File: config.mk
export PLATFORM = sky130hd
export DESIGN_NAME = ss_seq_top
export DESIGN_NICKNAME = d
export VERILOG_FILES = /design/src/rtl/ss_seq_pkg.sv /design/src/rtl/ss_fault_arb.sv /design/src/rtl/ss_ramp_ctr.sv /design/src/rtl/ss_seq_fsm.sv /design/src/rtl/ss_seq_top.sv
export SDC_FILE = /design/constraint.sdc
export NUM_CORES = 1
export LEC_CHECK = 0
export ABC_CLOCK_PERIOD_IN_PS = 2200
export BUFFER_PORTS_ARGS = -buffer_cell sky130_fd_sc_hd__buf_4
export CORE_MARGIN = 2
export CORE_UTILIZATION = 49
export CTS_CLUSTER_SIZE = 25
export DETAILED_ROUTE_END_ITERATION = 8
export GPL_TIMING_DRIVEN = 0
export PLACE_DENSITY_LB_ADDON = 0.08
export REMOVE_ABC_BUFFERS = 1
export SYNTH_ARGS = -nofsm -noshare
export SYNTH_HDL_FRONTEND = slang
export SYNTH_SLANG_ARGS = --single-unit
File: constraint.sdc
create_clock -name clk -period 2.2 [get_ports clk]
set_input_delay 0.44 -clock clk [delete_from_list [all_inputs] [get_ports clk]]
set_output_delay 0.44 -clock clk [all_outputs]
set_load 0.005 [all_outputs]
File: src/rtl/ss_seq_pkg.sv
package ss_seq_pkg;

    typedef enum logic [1:0] {
        ST_IDLE = 2'd0,
        ST_RUN  = 2'd1,
        ST_SOFT = 2'd2
    } seq_state_e;

    typedef enum logic [1:0] {
        CAUSE_NONE = 2'd0,
        CAUSE_STBY = 2'd1,
        CAUSE_HIC  = 2'd2,
        CAUSE_HARD = 2'd3
    } stop_cause_e;

    typedef struct packed {
        logic clr;
        logic inc;
        logic dec;
    } ramp_cmd_t;

    localparam int NUM_RAMPS = 2;
    localparam int IDX_SS    = 0;
    localparam int IDX_SR    = 1;

    function automatic logic is_soft(stop_cause_e c);
        return (c == CAUSE_STBY) || (c == CAUSE_HIC);
    endfunction

endpackage

File: src/rtl/ss_fault_arb.sv
module ss_fault_arb
    import ss_seq_pkg::*;
(
    input  logic        en_ok,
    input  logic        vcc_ok,
    input  logic        ref_ok,
    input  logic        ovp_flt,
    input  logic        therm_flt,
    input  logic        hic_req,
    input  logic        hard_only,
    output stop_cause_e cause,
    output logic        start_ok
);
    logic bias_bad;
    logic soft_any;

    always_comb begin
        bias_bad = !vcc_ok || !ref_ok;
        soft_any = !en_ok || hic_req;
        start_ok = en_ok && vcc_ok && ref_ok && !ovp_flt && !therm_flt && !hic_req;
        // hard causes outrank soft causes; the strap promotes soft ones
        if (ovp_flt || therm_flt || bias_bad || (hard_only && soft_any))
            cause = CAUSE_HARD;
        else if (hic_req)
            cause = CAUSE_HIC;
        else if (!en_ok)
            cause = CAUSE_STBY;
        else
            cause = CAUSE_NONE;
    end

    always_comb begin
        if (start_ok) begin
            AST_START_NOT_HARD: assert (cause == CAUSE_NONE);
        end
    end

endmodule

File: src/rtl/ss_ramp_ctr.sv
module ss_ramp_ctr
    import ss_seq_pkg::*;
#(
    parameter int W = 8
) (
    input  logic         clk,
    input  logic         rst,
    input  ramp_cmd_t    cmd,
    input  logic [W-1:0] dec_amt,
    output logic [W-1:0] val
);
    localparam logic [W-1:0] FULL = {W{1'b1}};

    logic [W-1:0] val_q;
    logic [W-1:0] val_d;

    always_comb begin
        val_d = val_q;
        if (cmd.clr)
            val_d = '0;
        else if (cmd.inc)
            val_d = (val_q == FULL) ? FULL : val_q + 1'b1;
        else if (cmd.dec)
            val_d = (val_q >= dec_amt) ? val_q - dec_amt : '0;
    end

    always_ff @(posedge clk) begin
        if (rst) val_q <= '0;
        else     val_q <= val_d;
    end

    assign val = val_q;

    AST_RAMP_SAT_HI: assert property (@(posedge clk) disable iff (rst)
        (!cmd.clr && cmd.inc && val_q == FULL) |=> (val_q == FULL));
    AST_RAMP_NO_UNDERFLOW: assert property (@(posedge clk) disable iff (rst)
        (!cmd.clr && !cmd.inc && cmd.dec && val_q < dec_amt) |=> (val_q == '0));
    AST_RAMP_CLEAR: assert property (@(posedge clk) disable iff (rst)
        cmd.clr |=> (val_q == '0));

endmodule

File: src/rtl/ss_seq_fsm.sv
module ss_seq_fsm
    import ss_seq_pkg::*;
#(
    parameter int W         = 8,
    parameter int SS_GATE   = 80,
    parameter int SR_OFS    = 40,
    parameter int STBY_RATE = 3,
    parameter int HIC_RATE  = 6
) (
    input  logic         clk,
    input  logic         rst,
    input  logic         start_ok,
    input  stop_cause_e  cause,
    input  logic         loop_ctl,
    input  logic [W-1:0] ss_val,
    input  logic [W-1:0] sr_val,
    output ramp_cmd_t    ss_cmd,
    output ramp_cmd_t    sr_cmd,
    output logic [W-1:0] dec_amt,
    output logic         drv_en
);
    localparam logic [W-1:0] GATE_V = W'(SS_GATE);
    localparam logic [W-1:0] OFS_V  = W'(SR_OFS);
    localparam logic [W-1:0] STBY_V = W'(STBY_RATE);
    localparam logic [W-1:0] HIC_V  = W'(HIC_RATE);

    seq_state_e   state_q, state_d;
    logic         armed_q, armed_d;
    logic [W-1:0] rate_q, rate_d;
    logic         hard;
    logic         soft_done;

    always_comb begin
        hard      = (cause == CAUSE_HARD);
        soft_done = (state_q == ST_SOFT) && (sr_val <= OFS_V);
        state_d   = state_q;
        armed_d   = armed_q;
        rate_d    = rate_q;
        if (hard) begin
            state_d = ST_IDLE;
            armed_d = 1'b0;
        end else begin
            unique case (state_q)
                ST_IDLE: begin
                    armed_d = 1'b0;
                    if (start_ok) state_d = ST_RUN;
                end
                ST_RUN: begin
                    if (is_soft(cause)) begin
                        state_d = ST_SOFT;
                        rate_d  = (cause == CAUSE_HIC) ? HIC_V : STBY_V;
                    end else if (ss_val > GATE_V && loop_ctl) begin
                        armed_d = 1'b1;
                    end
                end
                ST_SOFT: begin
                    if (soft_done) begin
                        state_d = ST_IDLE;
                        armed_d = 1'b0;
                    end
                end
                default: state_d = ST_IDLE;
            endcase
        end
    end

    always_comb begin
        ss_cmd.clr = hard || (state_q == ST_IDLE) || soft_done;
        ss_cmd.inc = (state_q == ST_RUN) && (cause == CAUSE_NONE);
        ss_cmd.dec = 1'b0;
        sr_cmd.clr = ss_cmd.clr;
        sr_cmd.inc = (state_q == ST_RUN) && armed_q && (cause == CAUSE_NONE);
        sr_cmd.dec = (state_q == ST_SOFT) && !soft_done && !hard;
        dec_amt    = rate_q;
        drv_en     = (state_q != ST_IDLE) && !hard;
    end

    always_ff @(posedge clk) begin
        if (rst) begin
            state_q <= ST_IDLE;
            armed_q <= 1'b0;
            rate_q  <= STBY_V;
        end else begin
            state_q <= state_d;
            armed_q <= armed_d;
            rate_q  <= rate_d;
        end
    end

    AST_IDLE_ZERO: assert property (@(posedge clk) disable iff (rst)
        (state_q == ST_IDLE) |-> (ss_val == '0 && sr_val == '0));
    AST_SR_HELD_UNARMED: assert property (@(posedge clk) disable iff (rst)
        !armed_q |-> (sr_val == '0));
    AST_SOFT_STEP: assert property (@(posedge clk) disable iff (rst)
        (state_q == ST_SOFT && sr_val > OFS_V && !hard) |=>
        (sr_val == (($past(sr_val) >= $past(rate_q)) ? $past(sr_val) - $past(rate_q) : '0)));
    AST_SOFT_HOLDS_SS: assert property (@(posedge clk) disable iff (rst)
        (state_q == ST_SOFT && sr_val > OFS_V && !hard) |=> $stable(ss_val));
    AST_SOFT_END_CLEAR: assert property (@(posedge clk) disable iff (rst)
        (state_q == ST_SOFT && sr_val <= OFS_V) |=> (ss_val == '0 && sr_val == '0));
    AST_HARD_CLEAR: assert property (@(posedge clk) disable iff (rst)
        hard |=> (ss_val == '0 && sr_val == '0 && state_q == ST_IDLE));

endmodule

File: src/rtl/ss_seq_top.sv
module ss_seq_top
    import ss_seq_pkg::*;
#(
    parameter int RAMP_W    = 8,
    parameter int SS_GATE   = 80,
    parameter int SR_OFS    = 40,
    parameter int STBY_RATE = 3,
    parameter int HIC_RATE  = 6
) (
    input  logic              clk,
    input  logic              rst,
    input  logic              en_ok,
    input  logic              vcc_ok,
    input  logic              ref_ok,
    input  logic              ovp_flt,
    input  logic              therm_flt,
    input  logic              hic_req,
    input  logic              hard_only,
    input  logic              loop_ctl,
    output logic [RAMP_W-1:0] ss_ramp,
    output logic [RAMP_W-1:0] sr_ramp,
    output logic              drv_en,
    output logic              sr_go
);
    localparam logic [RAMP_W-1:0] OFS_V = RAMP_W'(SR_OFS);

    stop_cause_e       cause;
    logic              start_ok;
    ramp_cmd_t         cmd   [NUM_RAMPS];
    logic [RAMP_W-1:0] rval  [NUM_RAMPS];
    logic [RAMP_W-1:0] dec_amt;

    ss_fault_arb u_arb (
        .en_ok     (en_ok),
        .vcc_ok    (vcc_ok),
        .ref_ok    (ref_ok),
        .ovp_flt   (ovp_flt),
        .therm_flt (therm_flt),
        .hic_req   (hic_req),
        .hard_only (hard_only),
        .cause     (cause),
        .start_ok  (start_ok)
    );

    ss_seq_fsm #(
        .W         (RAMP_W),
        .SS_GATE   (SS_GATE),
        .SR_OFS    (SR_OFS),
        .STBY_RATE (STBY_RATE),
        .HIC_RATE  (HIC_RATE)
    ) u_fsm (
        .clk      (clk),
        .rst      (rst),
        .start_ok (start_ok),
        .cause    (cause),
        .loop_ctl (loop_ctl),
        .ss_val   (rval[IDX_SS]),
        .sr_val   (rval[IDX_SR]),
        .ss_cmd   (cmd[IDX_SS]),
        .sr_cmd   (cmd[IDX_SR]),
        .dec_amt  (dec_amt),
        .drv_en   (drv_en)
    );

    for (genvar g = 0; g < NUM_RAMPS; g++) begin : g_ramp
        ss_ramp_ctr #(.W(RAMP_W)) u_ctr (
            .clk     (clk),
            .rst     (rst),
            .cmd     (cmd[g]),
            .dec_amt (dec_amt),
            .val     (rval[g])
        );
    end

    assign ss_ramp = rval[IDX_SS];
    assign sr_ramp = rval[IDX_SR];
    assign sr_go   = drv_en && (rval[IDX_SR] > OFS_V);

    AST_NO_DRIVE_IN_RESET: assert property (@(posedge clk)
        rst |=> (ss_ramp == '0 && sr_ramp == '0));
    AST_SS_STEP: assert property (@(posedge clk) disable iff (rst)
        (drv_en && ss_ramp != '0 && !sr_go && $stable(ss_ramp)) |-> (ss_ramp == {RAMP_W{1'b1}} || !en_ok || hic_req));

endmodule

==> summary.md, run 1 <==
The final routed wirelength across all metal layers was 3.507 mm. The worst min-delay path category is in -> reg. The run gives 0.7262 nW as the reported leakage power. The worst-case register-to-register setup slack was 120 ps; the clock period minus final worst setup slack was 2146 ps.

The critical path is of the in -> out type. The HPWL reported at the end of detailed placement came out at 2.509 mm. Once detail routing completed, the nets flagged for antenna violations numbered 0. The total number of placement rows is 19.

Of the cells placed in the final design, the portion with a size suffix greater than 1 is 28.02%. The sequential cells in the finished layout cover a total of 424.2 µm². The first routing iteration left 64 violations. Global routing consumed, over all layers together, 21.05% of the routing resources. Setup repair after global routing could not meet its margin everywhere.

The number of antenna repair diodes came out at 0. The worst register-to-register path begins at g_ramp[1].u_ctr.val[0]$_SDFFE_PP0P_. The worst register-to-register path ends at g_ramp[1].u_ctr.val[6]$_SDFFE_PP0P_. The clock-pin slew on the worst setup and hold paths was 120 ps; the power per cell area was 336.7 nW/µm². The tools report the starting density of the core as 52.85%. The tools report the library cell used as clock root buffer as sky130_fd_sc_hd__clkbuf_4.

The highest net fanout along the worst path was 6. The number of flops mapped to enable cells by yosys was 0. During I/O placement, the number of pins put on the boundary was 28. STA classifies the critical path endpoint as an output pin. The largest net degree at the start of global routing is 18, and the die footprint is 3482 µm². At the end of the flow the core is filled with cells to 63.83%. The worst hold path begins at rst.

The number of buffers added by the clock tree synthesis step came out at 3. In the final design database the tool counted 229 nets. After filler insertion, the fill cell instance count of the layout stands at 236. The cell depth of the worst hold path was 2. Across the VDD grid, the largest voltage drop is 0.0002073 V. The count of final setup violators came out at 0. After synthesis, the share of flip-flops with an asynchronous set or reset is 0%. The final cycle utilization of the critical path was 97.54%. The max-cap violation count came out at 0.

The clock reaches the later pin of the worst-skew pair after 320 ps. Synthesis produced 179 cells. The worst register-to-register path has a depth of 8. The number of global-route vias before repair came out at 1227.

The library cell used most frequently in the layout, excluding fill and tap cells, is sky130_fd_sc_hd__buf_4. TritonCTS built the clock tree. The area added between synthesis and finish is 20.76%. The logs give 1760 ps for the endpoint required time on the critical path and 5 for the first-pass iteration count of the detailed router.

The worst hold path terminates at u_fsm.state_q[1]$_SDFFE_PP0P_. Global routing finished with a remaining overflow of 0. The width of the die is 59.01 µm, and the detail-routed net length per standard cell is 14.74 µm. For the post-route worst hold slack, the log shows 291.5 ps. In this run the cell area of the synthesized design comes to 1483 µm². In the routed design, unresolved DRC markers number 0.

The count of pins over their slew limit was 0; the number of warnings issued by yosys was 0. Synthesis inferred 21 register bits. The count of buffers added on input and output ports is 27. The buffer depth of the longest clock path was 2.

The run gives 1405 as the total via count after detailed routing. The headroom to the max-slew limit is 67.40%. The final weighted congestion of routability-driven global placement was 0.7958.

The element type at the critical path start was an input port. Area of the multi-input gates: 1005 µm². The flow ran to the end, and the final reports show no timing, DRC or antenna violations. The slew at the pin closest to its max-slew limit works out to 487.1 ps. The proportion of synthesized chip area in sequential cells came out at 28.35%.

Data on the critical path arrives at its endpoint at 1710 ps. After synthesis, the netlist uses 50 different library cells. In the layout the commonest cells are sky130_fd_sc_hd__buf_4, sky130_fd_sc_hd__dfxtp_1, sky130_fd_sc_hd__nor2_1, sky130_fd_sc_hd__nand2_1, sky130_fd_sc_hd__a21oi_1. On the final layout, the worst clock skew is 2.221 ps. Derived from the worst setup path, the maximum achievable clock frequency is 0.4660 GHz. The synthesized area divided by synthesized cell count is 8.283 µm². The first global-routing pass estimated 5.547 mm of wire. Measured along the y axis, the die boundary spans 59.01 µm. In the routed layout, each cell is associated on average with a via count of 5.903. In this run the standard cell core region covers 2805 µm². The number of hold violations in the final report came out at 0. Commonest register cell after synthesis: sky130_fd_sc_hd__dfxtp_1.

For the deepest level of the CTS H-tree, the log shows 1. Counting every sink on the clock net gives 21. The number of antenna violations at the first check in global routing came out at 0.
==> worst max-delay path, cell delays in order <==
cell and delay, ps:
sky130_fd_sc_hd__buf_4 110, sky130_fd_sc_hd__nor2_1 90, sky130_fd_sc_hd__nand3_1 130, sky130_fd_sc_hd__a211oi_2 300, sky130_fd_sc_hd__inv_1 80, sky130_fd_sc_hd__ha_2 240, sky130_fd_sc_hd__nor3_1 190, sky130_fd_sc_hd__buf_4 140
==> cell families after synthesis <==
logic type               Yosys count  share of synthesized area (%)
AND/OR/NAND/NOR                   74                          27.93
AO/OA/AOI/OAI                     45                          22.70
buffers and inverters             22                          8.101
flip-flops                        21                          28.35
adder cells (fa/ha/maj)           11                          9.283
XOR/XNOR                           5                          2.953
multiplexers                       1                         0.6751
==> synth_stat cells, types with 3 or more instances <==
cell	instances	share of area (%)
sky130_fd_sc_hd__nand2b_1	3	1.3
sky130_fd_sc_hd__xnor2_1	4	2.4
sky130_fd_sc_hd__ha_1	11	9.3
sky130_fd_sc_hd__inv_1	13	3.3
sky130_fd_sc_hd__nor2_1	17	4.3
sky130_fd_sc_hd__nand2_1	15	3.8
sky130_fd_sc_hd__a21oi_1	14	4.7
sky130_fd_sc_hd__nor3_1	7	2.4
sky130_fd_sc_hd__nand4_1	3	1.3
sky130_fd_sc_hd__buf_2	5	1.7
sky130_fd_sc_hd__dfxtp_1	21	28
sky130_fd_sc_hd__nand3_1	12	4.1
sky130_fd_sc_hd__a211o_1	5	3.0
sky130_fd_sc_hd__a31oi_1	3	1.3
sky130_fd_sc_hd__o211ai_1	3	1.5
==> worst max path at each step <==
stage / start / endpoint / slack (ps) / depth (start not counted)
3_3_place_gp: ovp_flt / g_ramp[1].u_ctr.val[6]$_SDFFE_PP0P_ / -450 / 10
2_1_floorplan: ovp_flt / g_ramp[1].u_ctr.val[3]$_SDFFE_PP0P_ / -140 / 9
6_report: ovp_flt / sr_go / 50 / 8
4_1_cts: ovp_flt / g_ramp[0].u_ctr.val[3]$_SDFFE_PP0P_ / -70 / 10
3_5_place_dp: ovp_flt / g_ramp[1].u_ctr.val[3]$_SDFFE_PP0P_ / -550 / 10
5_1_grt: ovp_flt / sr_go / -30 / 8
==> cell type report <==
cell class,instances,area share (%)
well taps,31,2.166
multi-input cells,136,56.11
repair buffers,33,13.84
flip-flops and latches,21,23.69
inverters,13,2.725
clock buffers,4,1.468
==> state kept, by name (all words and copies together) (netlist names) <==
name              count
g_ramp.u_ctr.val     16
u_fsm.dec_amt         2
u_fsm.armed_q         1
u_fsm.state_q         2
==> metrics by stage <==
stage | instances | total power (W) | cell area [µm²] | worst slack, ps | setup TNS, ps
after floorplan | 170 | 0.0003947 | 1411 | -143.9 | -216.0
after global placement | 228 | 0.0004095 | 1653 | -452.6 | -5780
after detailed placement | 228 | 0.0004104 | 1653 | -550.9 | -7067
after CTS | 232 | 0.0006012 | 1695 | -73.42 | -578.0
after global routing | 238 | 0.0006223 | 1790 | -32.18 | -61.41
final | 238 | 0.0006028 | 1790 | 54.04 | 0
==> routing by layer <==
metal / GRT usage, % / part of all wire [%]
met1: 27.04 / 44
met2: 35.40 / 51
met3: 2.620 / 3.4
met4: 9.091 / 1.6
met5: 0 / 0
==> report_power, final <==
part	internal [W]	switching, W
Clock	0.0000712	0.000128
Combinational	0.0000135	0.00000978
Sequential	0.000380	0.0000000311
Total	0.000465	0.000138
==> what timing repair did <==
| action | CTS | global route |
|---|---|---|
| hold buffers | 0 | 0 |
| setup buffers | 0 | 6 |
| resized for setup | 3 | 12 |
| hold endpoints to repair | 0 | 0 |
| pin swaps | 1 | 4 |
| endpoints found under the setup margin | 17 | 16 |
Note: power is estimated with default switching activity, not from simulation.
==> run 2, diff against run 1 <==
Settings changed: CELL_PAD_IN_SITES_DETAIL_PLACEMENT set to 2, CELL_PAD_IN_SITES_GLOBAL_PLACEMENT set to 2, CORE_UTILIZATION 49 to 29, GPL_ROUTABILITY_DRIVEN set to 0.
==> run 2 against run 1 <==
Net effect:
- sequential share of layout area fell by 1.7 points
- non-clock buffer count grew 2
- core utilization decreased by 25 points
- clock power is 34% higher
- combinational power increased by 9.4%
- worst setup slack improved by 59 ps
- final area increased by 7.3%
- first-iteration DRC count shrank 56%
- global-route usage is 3.3 points lower
==> summary.md, run 2 (synthesis gave the netlist of run 1 again) <==
The run finished with clean final reports. Setup violations remaining at the end of the flow were counted as 0. Of all nets on the critical path, the largest fanout is 6. The HPWL reported at the end of detailed placement came out at 3.460 mm. For this block, the via count after detailed routing is 1457. The cell type with the highest occurrence count on the critical path was sky130_fd_sc_hd__buf_4. The number of buffers added by the clock tree synthesis step was 3; the design area was 1922 µm².

Cells with a size suffix above 1 make up 31.58% of the layout. The worst register-to-register path begins at g_ramp[1].u_ctr.val[2]$_SDFFE_PP0P_. Entering global routing, the biggest net connects 18 pins. The design draws 0.0006722 W. Once layout is complete, the utilization of the core stands at 38.36%. Based on the critical path, the design can be clocked at up to 0.4791 GHz.

Summing all placed instances gives a cell area of 1702 µm². The slew at the pin closest to its max-slew limit was 548.0 ps; the reported leakage power was 0.7654 nW. The logs give 0 for the max-cap violation count and 28 for the I/O pin count. For this design, the slowest cell found on the critical path is sky130_fd_sc_hd__a211o_1.

The repair_antennas step left the layout with diodes totalling 0. The worst-case reg-to-reg path depth came out at 6. In the layout the commonest cells are sky130_fd_sc_hd__buf_4, sky130_fd_sc_hd__dfxtp_1, sky130_fd_sc_hd__nor2_1. The clock passes through at most 2 buffers. Measured against its own limit, the worst slew margin works out to 63.33%.

The width of the die was 75.50 µm. Clock period minus final worst setup slack: 2087 ps. For this block, the initial DRC count from the detailed router was 28.

OpenSTA, run right after detailed placement, puts the worst setup slack at -702.2 ps. The critical path goes through buf_4 -> nor2_1 -> nand3_2 -> a211o_1 -> ha_2 -> nor3_1 -> buf_4. The number of port buffers was 27. TritonCTS built the clock tree. For the deepest level of the CTS H-tree, the log shows 1. The worst hold path begins at rst. The chip height is 75.50 µm, and the number of hold violations in the final report is 0. The worst register-to-register path ends at g_ramp[1].u_ctr.val[5]$_SDFFE_PP0P_. Total grt overflow: 0.

In the final design database the tool counted 231 nets. The total number of placement rows was 26. The worst hold path passes through 2 cells. The first global-routing pass estimated 7.603 mm of wire.

The register with the most flip-flops in the layout has 16 of them. The path class of the tightest hold or removal check is in -> reg. In the global route stage, overall resource usage came out at 17.73%.

The endpoint required time on the critical path is 1760 ps, and the starting density of the core is 29.60%. Adding up every negative setup slack in the final design gives 0 ps. The most common cell after layout, fill and taps aside was sky130_fd_sc_hd__buf_4. After filler insertion, the fill cell instance count of the layout stands at 610. The clock net sink count came out at 21. The library cell used as clock root buffer is sky130_fd_sc_hd__clkbuf_8.

Setup repair after global routing could not meet its margin everywhere. Detail-routed net length per standard cell: 16.48 µm. After detailed routing, the number of vias per cell comes to 5.222.

The total area inside the core boundary comes to 5010 µm². The area added between synthesis and finish works out to 29.62%. For the final database, setup skew stands at 7.411 ps.

The kind of critical path is in -> out. The power per cell area came out at 349.8 nW/µm². The tools report the element type at the critical path start as an input port. Once detail routing completed, the nets flagged for antenna violations numbered 0. The worst path uses 94.88% of the clock period.

The number of antenna violations at the first check in global routing is 0, and the worst path setup slack after routing is 112.6 ps. The logs give 130 ps for the worst-case register-to-register setup slack and 1650 ps for the data arrival time of the critical path. In the routed design, unresolved DRC markers number 0. Summed over all layers, the routed wires come to 4.599 mm. For the first-pass iteration count of the detailed router, the log shows 4.

After clock tree synthesis, the clock-pin slew on the worst setup and hold paths is 80 ps. The run gives 0.0002023 V as the peak ir drop on the vdd network. The worst setup path is captured at an output pin. For the number of global-route vias before repair, the log shows 1537.

The sink of the worst hold path was u_fsm.state_q[1]$_SDFFE_PP0P_. The tools report the die footprint as 5700 µm². The clock latency reported for the late side of the worst-skew pair is 270 ps, and the critical path's largest stage delay is 280 ps. Count of pins over their slew limit: 0.
[run 2: changes by cell type in the layout (fill, tap and decap cells not counted), sizes merged]
cell / previous run / this run
buf: 33 / 35
[run 2: power by group]
group | leakage, nW | internal (W) | switching (W)
Combinational | 0.572 | 0.0000143 | 0.0000112
Clock | 0.0228 | 0.000129 | 0.000138
Sequential | 0.170 | 0.000380 | 0.0000000364
[run 2: cell type report]
class	count	area, µm²	area share [%]
clock buffers	4	45.04	2.344
multi-input cells	136	1051	54.69
well taps	70	87.58	4.557
repair buffers	35	266.5	13.87
inverters	13	48.80	2.539
flip-flops and latches	21	422.9	22.01
[run 2: worst max-delay path by stage]
stage | cells after the start | end | start
6_report | 7 | sr_go | ovp_flt
5_1_grt | 12 | g_ramp[1].u_ctr.val[2]$_SDFFE_PP0P_ | ovp_flt
4_1_cts | 12 | g_ramp[0].u_ctr.val[7]$_SDFFE_PP0P_ | ovp_flt
3_5_place_dp | 9 | g_ramp[0].u_ctr.val[4]$_SDFFE_PP0P_ | ovp_flt
3_3_place_gp | 10 | g_ramp[1].u_ctr.val[6]$_SDFFE_PP0P_ | ovp_flt
2_1_floorplan | 9 | g_ramp[1].u_ctr.val[3]$_SDFFE_PP0P_ | ovp_flt
[run 2: through the flow]
stage	cells	hold WS (ps)
6_report	279	365.1
5_1_grt	279	360.7
4_1_cts	278	357.3
3_5_place_dp	267	510.6
3_3_place_gp	267	459.5
2_1_floorplan	170	446.8
[run 2: worst max-delay path: cells and delay by family]
family	cells	cell delay, ps
AND/OR/NAND/NOR	3	430
adder cells (fa/ha/maj)	1	250
AO/OA/AOI/OAI	1	280
buffers and inverters	2	250
[run 2: timing repair]
action,in CTS,in global routing
hold buffers,0,0
setup buffers,7,1
pin swaps,2,6
gates resized for setup,12,12
endpoints found under the setup margin,18,14
[run 2: routing by layer]
layer | share of wire [%] | global-route usage, % | wire (µm)
met1 | 42 | 22.12 | 1945
met2 | 53 | 31.69 | 2459
met3 | 2.3 | 2.116 | 108
met4 | 1.9 | 5.653 | 86
met5 | 0 | 0 | 0
==> run 3, diff against run 2 <==
Settings changed: BUFFER_PORTS_ARGS -buffer_cell sky130_fd_sc_hd__buf_4 to -buffer_cell sky130_fd_sc_hd__buf_2.
==> run 3 against run 2 <==
Net effect:
- clock-buffer cell count did not move
- core utilization fell by 1.5 points
- largest cell class unchanged
- wire length fell by 2.1%
- worst setup slack got worse by 9.1 ps
- flip-flop and latch count did not move
- maximum frequency fell by 0.43%
- highest routed layer unchanged
==> summary.md, run 3 (synthesis gave the netlist of run 1 again) <==
For this block, the routed nets add up to 4.503 mm of wire. 28 I/O pins were placed. TritonCTS built the clock tree. For this run, the detailed router's first-pass iteration total came to 4. In this run the deepest clock path goes through 2 buffers.

The kind of end point of the critical path is a flop. The design area was 1846 µm²; the chip height was 75.50 µm. At the worst endpoint, the required time is 2370 ps.

In the routed layout, each cell is associated on average with a via count of 5.046. For the starting density of the core, the log shows 29.60%. The tools report the number of hold violations in the final report as 0. At the pin with the least slew margin, the transition time is 566.9 ps.

The worst setup path is launched from an input port. The count of nets left with antenna violations once routing finished came out at 0. For the area of placed instances, the log shows 1634 µm². The internal power of the cells totals 0.0005188 W. The slowest stage of the critical path belongs to the cell sky130_fd_sc_hd__a2111oi_2.

VDD sags by at most 0.0001530 V. The library cell used most frequently in the layout, excluding fill and tap cells, is sky130_fd_sc_hd__buf_2. The first global-routing pass estimated 7.113 mm of wire. The number of port buffers was 27; the largest net degree at the start of global routing was 18.

For the worst-case register-to-register setup slack, the log shows 130 ps. In the final timing run, aggregate negative setup slack is 0 ps. The area added between synthesis and finish was 24.47%. The count of pins over their slew limit was 0; the total of fill cells in the finished design was 607.

The library cell used as clock root buffer is sky130_fd_sc_hd__clkbuf_8. Width of the die: 75.50 µm. For the final database, setup skew stands at 1.510 ps. Setup repair after global routing could not meet its margin everywhere. The proportion of power drawn by flip-flops and latches was 56.9%; the number of antenna repair diodes was 0. In this run the critical register-to-register path is launched from g_ramp[1].u_ctr.val[0]$_SDFFE_PP0P_. Global routing finished with a remaining overflow of 0. The clock-pin slew on the worst setup and hold paths came out at 80 ps. The run gives 0 as the count of final setup violators. The number of global-route vias before repair came out at 1453. For hold timing, the worst endpoint is u_fsm.state_q[1]$_SDFFE_PP0P_. In the routed design, unresolved DRC markers number 0. Across the run, the number of max-cap violations was 0.

Prior to clock tree synthesis, the placed netlist has a worst setup slack of -649.8 ps. In this run the most critical hold path is launched from rst. Final cycle utilization of the critical path: 95.29%.

In this run switching power makes up 22.31% of total power. The worst setup path is of the in -> reg kind. In the final layout, the share of cells above drive strength 1 is 30.66%. Reported leakage power: 0.7719 nW. After the first detailed-routing iteration, the DRC count stood at 42. Total track usage: 16.75%. In the layout the commonest cells are sky130_fd_sc_hd__buf_2, sky130_fd_sc_hd__dfxtp_1, sky130_fd_sc_hd__nor2_1. The tree built by TritonCTS fans out to 21 sinks. The power per cell area was 361.8 nW/µm². The most numerous cell type found on the critical path is sky130_fd_sc_hd__nor2_1.

The endpoint identified for the worst register-to-register timing path is g_ramp[1].u_ctr.val[6]$_SDFFE_PP0P_. The tools report the post-route worst hold slack as 402.5 ps. Detailed routing inserted a total of 1423 vias.

The total core area was 5010 µm². The clock period minus final worst setup slack is 2096 ps. At the later pin of the worst-skew pair, clock insertion delay measures 260 ps. The wire-length estimate of the detail-placed layout is 3.390 mm.

The die footprint came out at 5700 µm². The number of antenna violations at the first check in global routing is 0. Traced cell by cell, the critical path runs through buf_2 -> nor2_1 -> nand3_2 -> a211oi_2 -> buf_4 -> ha_1 -> nand3b_1 -> buf_6 -> nor2_4 -> nor2_1 -> a2111oi_2.

The register with the most flip-flops in the layout has 16 of them. In this run the tightest slew margin relative to its limit is 62.06%. The run gives 26 as the total number of placement rows. The highest net fanout along the worst path is 7, and the critical path's largest stage delay is 360 ps. The worst-case reg-to-reg path depth was 8; the portion of total power attributed to combinational logic was 3.1%.

The cell depth of the worst hold path is 2, and the number of nets in the layout is 234. In this run, the clock network consumes 40.0% of the power. For this design the total switching power over the nets is 0.0001489 W. The worst path setup slack after routing was 103.5 ps; the deepest level of the CTS H-tree was 1. Counting the buffers created by CTS gives 3. Worst min-delay path category: in -> reg.

Detail-routed net length per standard cell: 15.97 µm. The maximum clock frequency was 0.4770 GHz. The run finished with clean final reports.

Data arrival time of the critical path: 2260 ps.
## run 3: layout make-up
class	count	area [µm²]	share of cell area, %
clock buffer	4	45.04	2.441
timing repair buffer	38	221.5	12.00
sequential	21	422.9	22.92
multi-input combinational	136	1020	55.25
tap	70	87.58	4.746
inverter	13	48.80	2.644
## run 3: worst max-delay path: cells and delay by family
family                   cells  cell delay [ps]
AND/OR/NAND/NOR              5              640
adder cells (fa/ha/maj)      1              160
buffers and inverters        3              410
AO/OA/AOI/OAI                2              610
## run 3: power by group through the flow
stage / Clock [W] / Combinational [W] / Sequential (W)
3_3_place_gp: 0 / 0.0000170 / 0.000389
2_1_floorplan: 0 / 0.00000598 / 0.000389
3_5_place_dp: 0 / 0.0000182 / 0.000389
5_1_grt: 0.000293 / 0.0000234 / 0.000380
4_1_cts: 0.000282 / 0.0000200 / 0.000380
6_report: 0.000267 / 0.0000208 / 0.000380
## run 3: what timing repair did
item                                    4_1_cts  5_1_grt
hold buffers                                  0        0
resized for setup                            10       10
setup buffers                                 8        3
pin swaps                                     1        6
endpoints found under the setup margin       18       15
## run 3: worst max path at each step
stage	from	to	slack [ps]	cells past startpoint
2_1_floorplan	ovp_flt	g_ramp[1].u_ctr.val[3]$_SDFFE_PP0P_	-140	9
3_3_place_gp	ovp_flt	g_ramp[1].u_ctr.val[6]$_SDFFE_PP0P_	-590	10
3_5_place_dp	ovp_flt	g_ramp[1].u_ctr.val[6]$_SDFFE_PP0P_	-650	10
4_1_cts	ovp_flt	g_ramp[1].u_ctr.val[3]$_SDFFE_PP0P_	10	9
5_1_grt	ovp_flt	g_ramp[1].u_ctr.val[3]$_SDFFE_PP0P_	-20	10
6_report	ovp_flt	g_ramp[1].u_ctr.val[1]$_SDFFE_PP0P_	100	11
## run 3: metrics by stage
step           total power, W  cells  util [%]
6_report            0.0006677    282     36.84
5_1_grt             0.0006960    282     36.84
2_1_floorplan       0.0003947    170         -
3_5_place_dp        0.0004069    267     32.62
3_3_place_gp        0.0004057    267     32.62
4_1_cts             0.0006822    279     35.69
## run 3: routing by layer
metal  vias to the layer above  wire, µm  global-route usage (%)
met2                        15      2422                   31.01
met5                         -         0                       0
met1                       689      1938                   19.79
li1                        715         -                       -
met4                         0        53                   5.848
met3                         4        89                   1.984
